--- config.mk ---
export PLATFORM = sky130hd
export DESIGN_NAME = dma_page_xlate
export DESIGN_NICKNAME = d
export VERILOG_FILES = /design/src/rtl/xlate_pkg.sv /design/src/rtl/xlate_index.sv /design/src/rtl/xlate_cache.sv /design/src/rtl/dma_page_xlate.sv
export SDC_FILE = /design/constraint.sdc
export NUM_CORES = 1
export LEC_CHECK = 0
export ABC_CLOCK_PERIOD_IN_PS = 7200
export BUFFER_PORTS_ARGS = -buffer_cell sky130_fd_sc_hd__buf_2
export CORE_MARGIN = 2
export CORE_UTILIZATION = 28
export CTS_BUF_LIST = sky130_fd_sc_hd__clkbuf_16
export DETAILED_ROUTE_END_ITERATION = 8
export PLACE_DENSITY_LB_ADDON = 0.1
export SYNTH_ARGS = -nofsm -noshare
export SYNTH_HDL_FRONTEND = slang
export SYNTH_HIERARCHICAL = 1
export SYNTH_SLANG_ARGS = --single-unit
--- constraint.sdc ---
create_clock -name clk -period 7.2 [get_ports clk]
set_clock_uncertainty 0.2 [all_clocks]
set_input_delay 1.08 -clock clk [delete_from_list [all_inputs] [get_ports clk]]
set_output_delay 1.08 -clock clk [all_outputs]
set_load 0.02 [all_outputs]
--- src/rtl/xlate_pkg.sv ---
`timescale 1ns/1ps
package xlate_pkg;

   typedef enum logic [1:0] {
      XS_OK    = 2'd0,
      XS_RANGE = 2'd1,
      XS_BUS   = 2'd2
   } xstat_e;

   typedef enum logic {
      FS_IDLE = 1'b0,
      FS_WAIT = 1'b1
   } fstate_e;

   localparam logic [1:0] RSEL_BASE  = 2'd0;
   localparam logic [1:0] RSEL_LIMIT = 2'd1;
   localparam logic [1:0] RSEL_INVAL = 2'd2;

endpackage

--- src/rtl/xlate_index.sv ---
`timescale 1ns/1ps
module xlate_index #(
   parameter int LA_W     = 24,
   parameter int PA_W     = 29,
   parameter int PG_W     = 12,
   parameter int ENT_LOG2 = 3,
   parameter int LIM_W    = 32
) (
   input  logic [LA_W-1:0]      laddr,
   input  logic [PA_W-1:0]      tbl_base,
   input  logic [LIM_W-1:0]     tbl_limit,
   output logic [LA_W-PG_W-1:0] page_idx,
   output logic [PG_W-1:0]      page_off,
   output logic [PA_W-1:0]      fetch_addr,
   output logic                 beyond_limit
);
   localparam int OFS_W = LA_W - PG_W + ENT_LOG2;

   logic [OFS_W-1:0] byte_ofs;

   if (OFS_W > LIM_W) begin : g_bad_lim
      $error("table byte offset wider than limit register");
   end
   if (OFS_W > PA_W) begin : g_bad_ofs
      $error("table byte offset wider than physical address");
   end

   assign page_idx     = laddr[LA_W-1:PG_W];
   assign page_off     = laddr[PG_W-1:0];
   assign byte_ofs     = {page_idx, {ENT_LOG2{1'b0}}};
   assign beyond_limit = LIM_W'(byte_ofs) >= tbl_limit;
   assign fetch_addr   = tbl_base + PA_W'(byte_ofs);

endmodule

--- src/rtl/xlate_cache.sv ---
`timescale 1ns/1ps
module xlate_cache #(
   parameter int WAYS  = 4,
   parameter int TAG_W = 12,
   parameter int FRM_W = 29
) (
   input  logic             clk,
   input  logic             rst_n,
   input  logic             flush,
   input  logic [TAG_W-1:0] lk_tag,
   output logic             lk_hit,
   output logic [FRM_W-1:0] lk_frame,
   input  logic             fill_en,
   input  logic [TAG_W-1:0] fill_tag,
   input  logic [FRM_W-1:0] fill_frame
);
   localparam int PTR_W = (WAYS > 1) ? $clog2(WAYS) : 1;

   logic [WAYS-1:0]  vld_q;
   logic [WAYS-1:0]  match;
   logic [TAG_W-1:0] tag_q [WAYS];
   logic [FRM_W-1:0] frm_q [WAYS];
   logic [PTR_W-1:0] rr_q;

   if (WAYS < 1) begin : g_bad_ways
      $error("cache needs at least one way");
   end

   for (genvar w = 0; w < WAYS; w++) begin : g_cmp
      assign match[w] = vld_q[w] && (tag_q[w] == lk_tag);
   end

   always_comb begin
      lk_frame = '0;
      for (int w = 0; w < WAYS; w++) begin
         if (match[w]) lk_frame = lk_frame | frm_q[w];
      end
   end
   assign lk_hit = |match;

   always_ff @(posedge clk) begin
      if (!rst_n) begin
         vld_q <= '0;
         for (int w = 0; w < WAYS; w++) begin
            tag_q[w] <= '0;
            frm_q[w] <= '0;
         end
      end else if (flush) begin
         vld_q <= '0;
      end else if (fill_en) begin
         for (int w = 0; w < WAYS; w++) begin
            if (rr_q == PTR_W'(w)) begin
               vld_q[w] <= 1'b1;
               tag_q[w] <= fill_tag;
               frm_q[w] <= fill_frame;
            end
         end
      end
   end

   if (WAYS > 1) begin : g_rr
      always_ff @(posedge clk) begin
         if (!rst_n) rr_q <= '0;
         else if (fill_en && !flush)
            rr_q <= (rr_q == PTR_W'(WAYS-1)) ? '0 : rr_q + 1'b1;
      end
   end else begin : g_single
      assign rr_q = '0;
   end


   hit_onehot_chk: assert property (@(posedge clk) disable iff (!rst_n)
      $onehot0(match));


   flush_clears_chk: assert property (@(posedge clk) disable iff (!rst_n)
      flush |=> (vld_q == '0));

endmodule

--- src/rtl/dma_page_xlate.sv ---
`timescale 1ns/1ps
module dma_page_xlate
   import xlate_pkg::*;
#(
   parameter int LA_W     = 24,
   parameter int PA_W     = 29,
   parameter int PG_W     = 12,
   parameter int DW       = 32,
   parameter int ENT_LOG2 = 3,
   parameter int WAYS     = 4
) (
   input  logic            clk,
   input  logic            rst_n,
   input  logic            reg_wr,
   input  logic [1:0]      reg_sel,
   input  logic [DW-1:0]   reg_wdata,
   input  logic            req_valid,
   input  logic [LA_W-1:0] req_laddr,
   output logic            req_ready,
   output logic            rsp_valid,
   output logic [1:0]      rsp_status,
   output logic [PA_W-1:0] rsp_paddr,
   output logic            mem_req,
   output logic [PA_W-1:0] mem_addr,
   input  logic            mem_rsp_valid,
   input  logic [DW-1:0]   mem_rsp_data,
   input  logic            mem_rsp_err,
   output logic [LA_W-1:0] bad_xlate_addr,
   output logic [LA_W-1:0] fetch_fail_addr
);
   localparam int TAG_W = LA_W - PG_W;

   if (PA_W > DW) begin : g_bad_pa
      $error("physical address wider than data word");
   end
   if (PG_W >= LA_W) begin : g_bad_pg
      $error("page offset must be narrower than logical address");
   end

   fstate_e         st_q;
   xstat_e          rsp_st_q;
   logic [PA_W-1:0] base_q;
   logic [DW-1:0]   limit_q;
   logic            rsp_v_q, mreq_q, stale_q;
   logic [PA_W-1:0] rsp_pa_q, maddr_q;
   logic [LA_W-1:0] hold_q, bad_q, fail_q;

   logic [TAG_W-1:0] page_idx;
   logic [PG_W-1:0]  page_off;
   logic [PA_W-1:0]  fetch_addr, hit_frame, rsp_frame;
   logic             beyond, hit_raw, hit, inv_now, fill_en;

   assign inv_now   = reg_wr && (reg_sel == RSEL_INVAL);
   assign req_ready = (st_q == FS_IDLE);
   assign hit       = hit_raw && !inv_now;
   assign rsp_frame = mem_rsp_data[PA_W-1:0];
   assign fill_en   = (st_q == FS_WAIT) && mem_rsp_valid && !mem_rsp_err
                      && !stale_q && !inv_now;

   xlate_index #(
      .LA_W(LA_W), .PA_W(PA_W), .PG_W(PG_W), .ENT_LOG2(ENT_LOG2), .LIM_W(DW)
   ) i_index (
      .laddr(req_laddr), .tbl_base(base_q), .tbl_limit(limit_q),
      .page_idx(page_idx), .page_off(page_off),
      .fetch_addr(fetch_addr), .beyond_limit(beyond)
   );

   xlate_cache #(.WAYS(WAYS), .TAG_W(TAG_W), .FRM_W(PA_W)) i_cache (
      .clk(clk), .rst_n(rst_n), .flush(inv_now),
      .lk_tag(page_idx), .lk_hit(hit_raw), .lk_frame(hit_frame),
      .fill_en(fill_en), .fill_tag(hold_q[LA_W-1:PG_W]),
      .fill_frame(rsp_frame)
   );

   // software registers
   always_ff @(posedge clk) begin
      if (!rst_n) begin
         base_q  <= '0;
         limit_q <= '0;
      end else if (reg_wr) begin
         if (reg_sel == RSEL_BASE)  base_q  <= reg_wdata[PA_W-1:0];
         if (reg_sel == RSEL_LIMIT) limit_q <= reg_wdata;
      end
   end

   // lookup / fetch sequencing
   always_ff @(posedge clk) begin
      if (!rst_n) begin
         st_q     <= FS_IDLE;
         rsp_v_q  <= 1'b0;
         rsp_st_q <= XS_OK;
         rsp_pa_q <= '0;
         mreq_q   <= 1'b0;
         maddr_q  <= '0;
         hold_q   <= '0;
         stale_q  <= 1'b0;
         bad_q    <= '0;
         fail_q   <= '0;
      end else begin
         rsp_v_q <= 1'b0;
         mreq_q  <= 1'b0;
         case (st_q)
            FS_IDLE: begin
               if (req_valid) begin
                  if (beyond) begin
                     rsp_v_q  <= 1'b1;
                     rsp_st_q <= XS_RANGE;
                     rsp_pa_q <= '0;
                     bad_q    <= req_laddr;
                  end else if (hit) begin
                     rsp_v_q  <= 1'b1;
                     rsp_st_q <= XS_OK;
                     rsp_pa_q <= hit_frame + PA_W'(page_off);
                  end else begin
                     mreq_q  <= 1'b1;
                     maddr_q <= fetch_addr;
                     hold_q  <= req_laddr;
                     stale_q <= 1'b0;
                     st_q    <= FS_WAIT;
                  end
               end
            end
            FS_WAIT: begin
               if (inv_now) stale_q <= 1'b1;
               if (mem_rsp_valid) begin
                  rsp_v_q <= 1'b1;
                  st_q    <= FS_IDLE;
                  if (mem_rsp_err) begin
                     rsp_st_q <= XS_BUS;
                     rsp_pa_q <= '0;
                     fail_q   <= hold_q;
                  end else begin
                     rsp_st_q <= XS_OK;
                     rsp_pa_q <= rsp_frame + PA_W'(hold_q[PG_W-1:0]);
                  end
               end
            end
            default: st_q <= FS_IDLE;
         endcase
      end
   end

   assign rsp_valid       = rsp_v_q;
   assign rsp_status      = rsp_st_q;
   assign rsp_paddr       = rsp_pa_q;
   assign mem_req         = mreq_q;
   assign mem_addr        = maddr_q;
   assign bad_xlate_addr  = bad_q;
   assign fetch_fail_addr = fail_q;


   mem_pulse_chk: assert property (@(posedge clk) disable iff (!rst_n)
      mem_req |=> !mem_req);


   busy_ready_chk: assert property (@(posedge clk) disable iff (!rst_n)
      mem_req |-> !req_ready);


   range_capture_chk: assert property (@(posedge clk) disable iff (!rst_n)
      (rsp_valid && rsp_status == XS_RANGE) |-> (bad_xlate_addr == $past(req_laddr)));


   bus_fault_chk: assert property (@(posedge clk) disable iff (!rst_n)
      (rsp_valid && rsp_status == XS_BUS) |-> $past(mem_rsp_valid && mem_rsp_err));


   quick_rsp_nofetch_chk: assert property (@(posedge clk) disable iff (!rst_n)
      (rsp_valid && $past(req_valid && req_ready)) |-> !mem_req);

endmodule

==> impl_metrics.tcl <==
set metrics [dict create \
    grt_util_met3_pct 3.48 \
    cts_buffers 46 \
    critPathLaunchType "primary input" \
    endpoint "rsp_paddr[26]$_SDFFE_PN0P_" \
    seqCellArea_um2 8990 \
    io-pin-count 207 \
    clkSinkCount 367 \
    timing.rr.end "rsp_paddr[26]$_SDFFE_PN0P_" \
    crit_top_cell "xnor2_1" \
    synth_nets 2040 \
    clk_pin_slew_worst_paths_ps 60 \
    hold_viol_final 0 \
    path_max_fanout 30 \
    grt_max_degree 121 \
    finalCriticalPeriod_ps 4930 \
    dieArea_um2 67800 \
    period_share_pct 68.4 \
    r2r_cells 16 \
    yosysMostFrequentCell "nand2_1" \
    cts_tree "built" \
    drtAntennaViolNets 0 \
    maxCapViolCount 0 \
    worst-path-stages 17 \
    met2_usage_pct 30.8 \
    area_growth_pct 16.7 \
    ys_types 80 \
    route.detailed.wl_per_inst_um 20.8 \
    finalWorstSetupSlack_ps 2270 \
    dp.cells 2832 \
    port_buffers 203 \
    synth_area_leaders "edfxtp_1, dfxtp_1, nand2_1, a21boi_0, and2_1" \
    fmax_mhz 203 \
    initial_core_util_pct 28.4 \
    slew_headroom_pct 22.0 \
    synth_top_area_share_pct 26.8 \
    yosysWarnings 6 \
    crit_chain "buf_2, xnor2_1, nand4_1, nor4_4, buf_4, a22oi_1, nand2_1, ha_1, inv_1, fa_1, nand2b_1, a2111oi_4, o41ai_4, nor3_1, xnor2_1, o221ai_1, o211a_1" \
    crit_start "req_laddr[14]" \
    power_per_cell_area_nw_per_um2 238 \
    post-place-ws_ps 1620 \
    fin_tns_setup_ps 0 \
    synth_edf_count 164 \
    synth-seq-cells 367 \
    dp_hpwl_mm 40.9 \
    cp_slowest_cell "buf_4" \
    root_buffer "clkbuf_16" \
    clk_latency_ps 580 \
    min_path_type "flip-flop to flip-flop" \
    gp_congestion 0.861 \
    firstDrtPassIters 7 \
    rrSetupSlack_ps 2690 \
    cts_setup_buffers 0 \
    critPathBufInv 3 \
    synthFlopType "dfxtp_1" \
    slowest_delay_ps 460 \
    fin_util_pct 33.2 \
    htree_num_levels 2 \
    vias 14080 \
    clk_path_buf_depth 3 \
    multi_input_area_um2 8660 \
    worst_pin_slew_ps 1170 \
    finalMaxSlewViolations 0 \
    setup_viol 0 \
    dieWidth_um 260 \
    antenna_found_initial 9 \
    filler_cell_count 6793 \
    netlist_area_um2 18400 \
    grt_pass1_wl_mm 90.1 \
    core_um2 64700 \
    grt_use_met1_pct 22.6 \
    busiest_layer "met2" \
    drive_above_1_share_pct 15.9 \
    wl_mm 60.6 \
    yosysSeqAreaShare_pct 48.9 \
    holdBufCountCts 0 \
    die_y_um 260 \
    totalPowerFinal_mw 5.11 \
    crit_path_end_kind "flip-flop" \
    final_cell_count_no_fill 2917 \
    critPathArrivalTime_ps 5200 \
    worstPathRequired_ps 7470 \
    viasPerCell 4.83 \
    peakVddDrop_uv 152 \
    synth_area_per_cell_um2 9.74 \
    crit_family "compound AO/OA/AOI/OAI gates" \
    grt_pass1_vias 14062 \
    regToRegStartpoint "i_cache/tag_q[3][8]$_SDFFCE_PN0P_" \
    overflow 0 \
    synthTopCellsByCount "nand2_1, dfxtp_1, and2_1" \
    leakage_nw 8.35 \
    drt_iter0_drc 844 \
    rsz0062_at_grt "no" \
    drc 0 \
    async_flop_share_pct 0 \
    synth_top_area_cell "edfxtp_1" \
    nets 2176 \
    path_class "primary input to flip-flop" \
    rows 93 \
    synthCells 1889 \
    postCtsResizedCells 0 \
    track_usage_pct 17.7 \
    status "complete, no violations" \
]
## cell usage in the layout, fill, tap and decap left out, types with 5 or more instances in the layout
master     Yosys  layout
nand2_1      407     407
dfxtp_1      203     203
buf_2          9     202
and2_1       169     169
a21boi_0     165     165
edfxtp_1     164     164
xnor2_1       76      76
nor2_1        58      54
ha_1          52      52
inv_1         39      47
clkbuf_16      0      47
a21oi_1       42      41
xor2_1        38      38
a22oi_1       32      32
o21ai_0       34      30
a32oi_1       29      29
nand3_1       28      28
buf_4         27      22
nand4_1       19      19
a211oi_1      17      17
clkinv_1       0      16
a221oi_1      15      15
a21o_1        15      14
nor3_1        10      10
o21a_1         9       9
nand2b_1       8       8
and3_1         9       8
o221ai_1       8       8
o211a_1        7       7
nor2b_1        7       7
nor4_1         7       5
o211ai_1       5       5
o21ai_1        6       5
clkinv_2       0       5
## logic make-up after synthesis
kind of cell,Yosys count,synth area share (%)
flops,367,48.9
xor+xnor,117,5.69
compound gates,426,17.5
mux,1,0.0544
buf+inv,176,4.76
simple gates,747,19.2
fa+ha+maj,55,3.86
## where the power goes
| part | internal (mW) | switching, mW |
|---|---|---|
| clock | 1.25 | 0.917 |
| combinational | 0.194 | 0.418 |
| sequential | 2.27 | 0.0566 |
| total | 3.72 | 1.39 |
## state kept, by name, summed over array words and instances, names as in the netlist
| signal | cells |
|---|---|
| i_cache/tag_q | 48 |
| rsp_paddr | 29 |
| mem_addr | 29 |
| i_cache/frm_q | 116 |
| i_cache/vld_q | 4 |
| rsp_status | 2 |
| base_q | 29 |
| fetch_fail_addr | 24 |
| i_cache/rr_q | 2 |
| limit_q | 32 |
| bad_xlate_addr | 24 |
| mem_req | 1 |
| st_q | 1 |
| rsp_valid | 1 |
| stale_q | 1 |
| hold_q | 24 |
## per-stage QoR
step           instance area (µm²)  hold WS (ps)
4_1_cts                      21500           257
3_5_place_dp                 20100           244
6_report                     21500           255
5_1_grt                      21500           278
3_3_place_gp                 20100           237
2_1_floorplan                18400           223
## area by class of cell
type	count	share of cell area (%)
Inverter	39	0.682
Sequential cell	367	41.9
Multi-Input combinational cell	1346	40.4
Clock buffer	47	5.48
Clock inverter	37	1.10
Antenna cell	1	0.0117
Tap cell	855	4.98
Timing Repair Buffer	225	5.53
## metal layers
metal	vias to the layer above	share of wire [%]	wire length [µm]
li1	6844	-	-
met2	304	49	29600
met4	16	1.8	1120
met5	-	0.16	97
met3	69	5.2	3150
met1	6847	44	26600
## how the worst min path moves through the flow
stage                                  start                             to  slack [ps]  depth (start not counted)
2_1_floorplan  i_cache/vld_q[2]$_SDFFE_PP0P_  i_cache/vld_q[2]$_SDFFE_PP0P_         220                          1
3_3_place_gp   i_cache/vld_q[3]$_SDFFE_PP0P_  i_cache/vld_q[3]$_SDFFE_PP0P_         240                          1
3_5_place_dp   i_cache/vld_q[1]$_SDFFE_PP0P_  i_cache/vld_q[1]$_SDFFE_PP0P_         240                          1
4_1_cts        i_cache/vld_q[1]$_SDFFE_PP0P_  i_cache/vld_q[1]$_SDFFE_PP0P_         260                          1
5_1_grt        i_cache/vld_q[1]$_SDFFE_PP0P_  i_cache/vld_q[1]$_SDFFE_PP0P_         280                          1
6_report       i_cache/vld_q[3]$_SDFFE_PP0P_  i_cache/vld_q[3]$_SDFFE_PP0P_         260                          1
No activity file was read; power rests on OpenSTA's default activity.
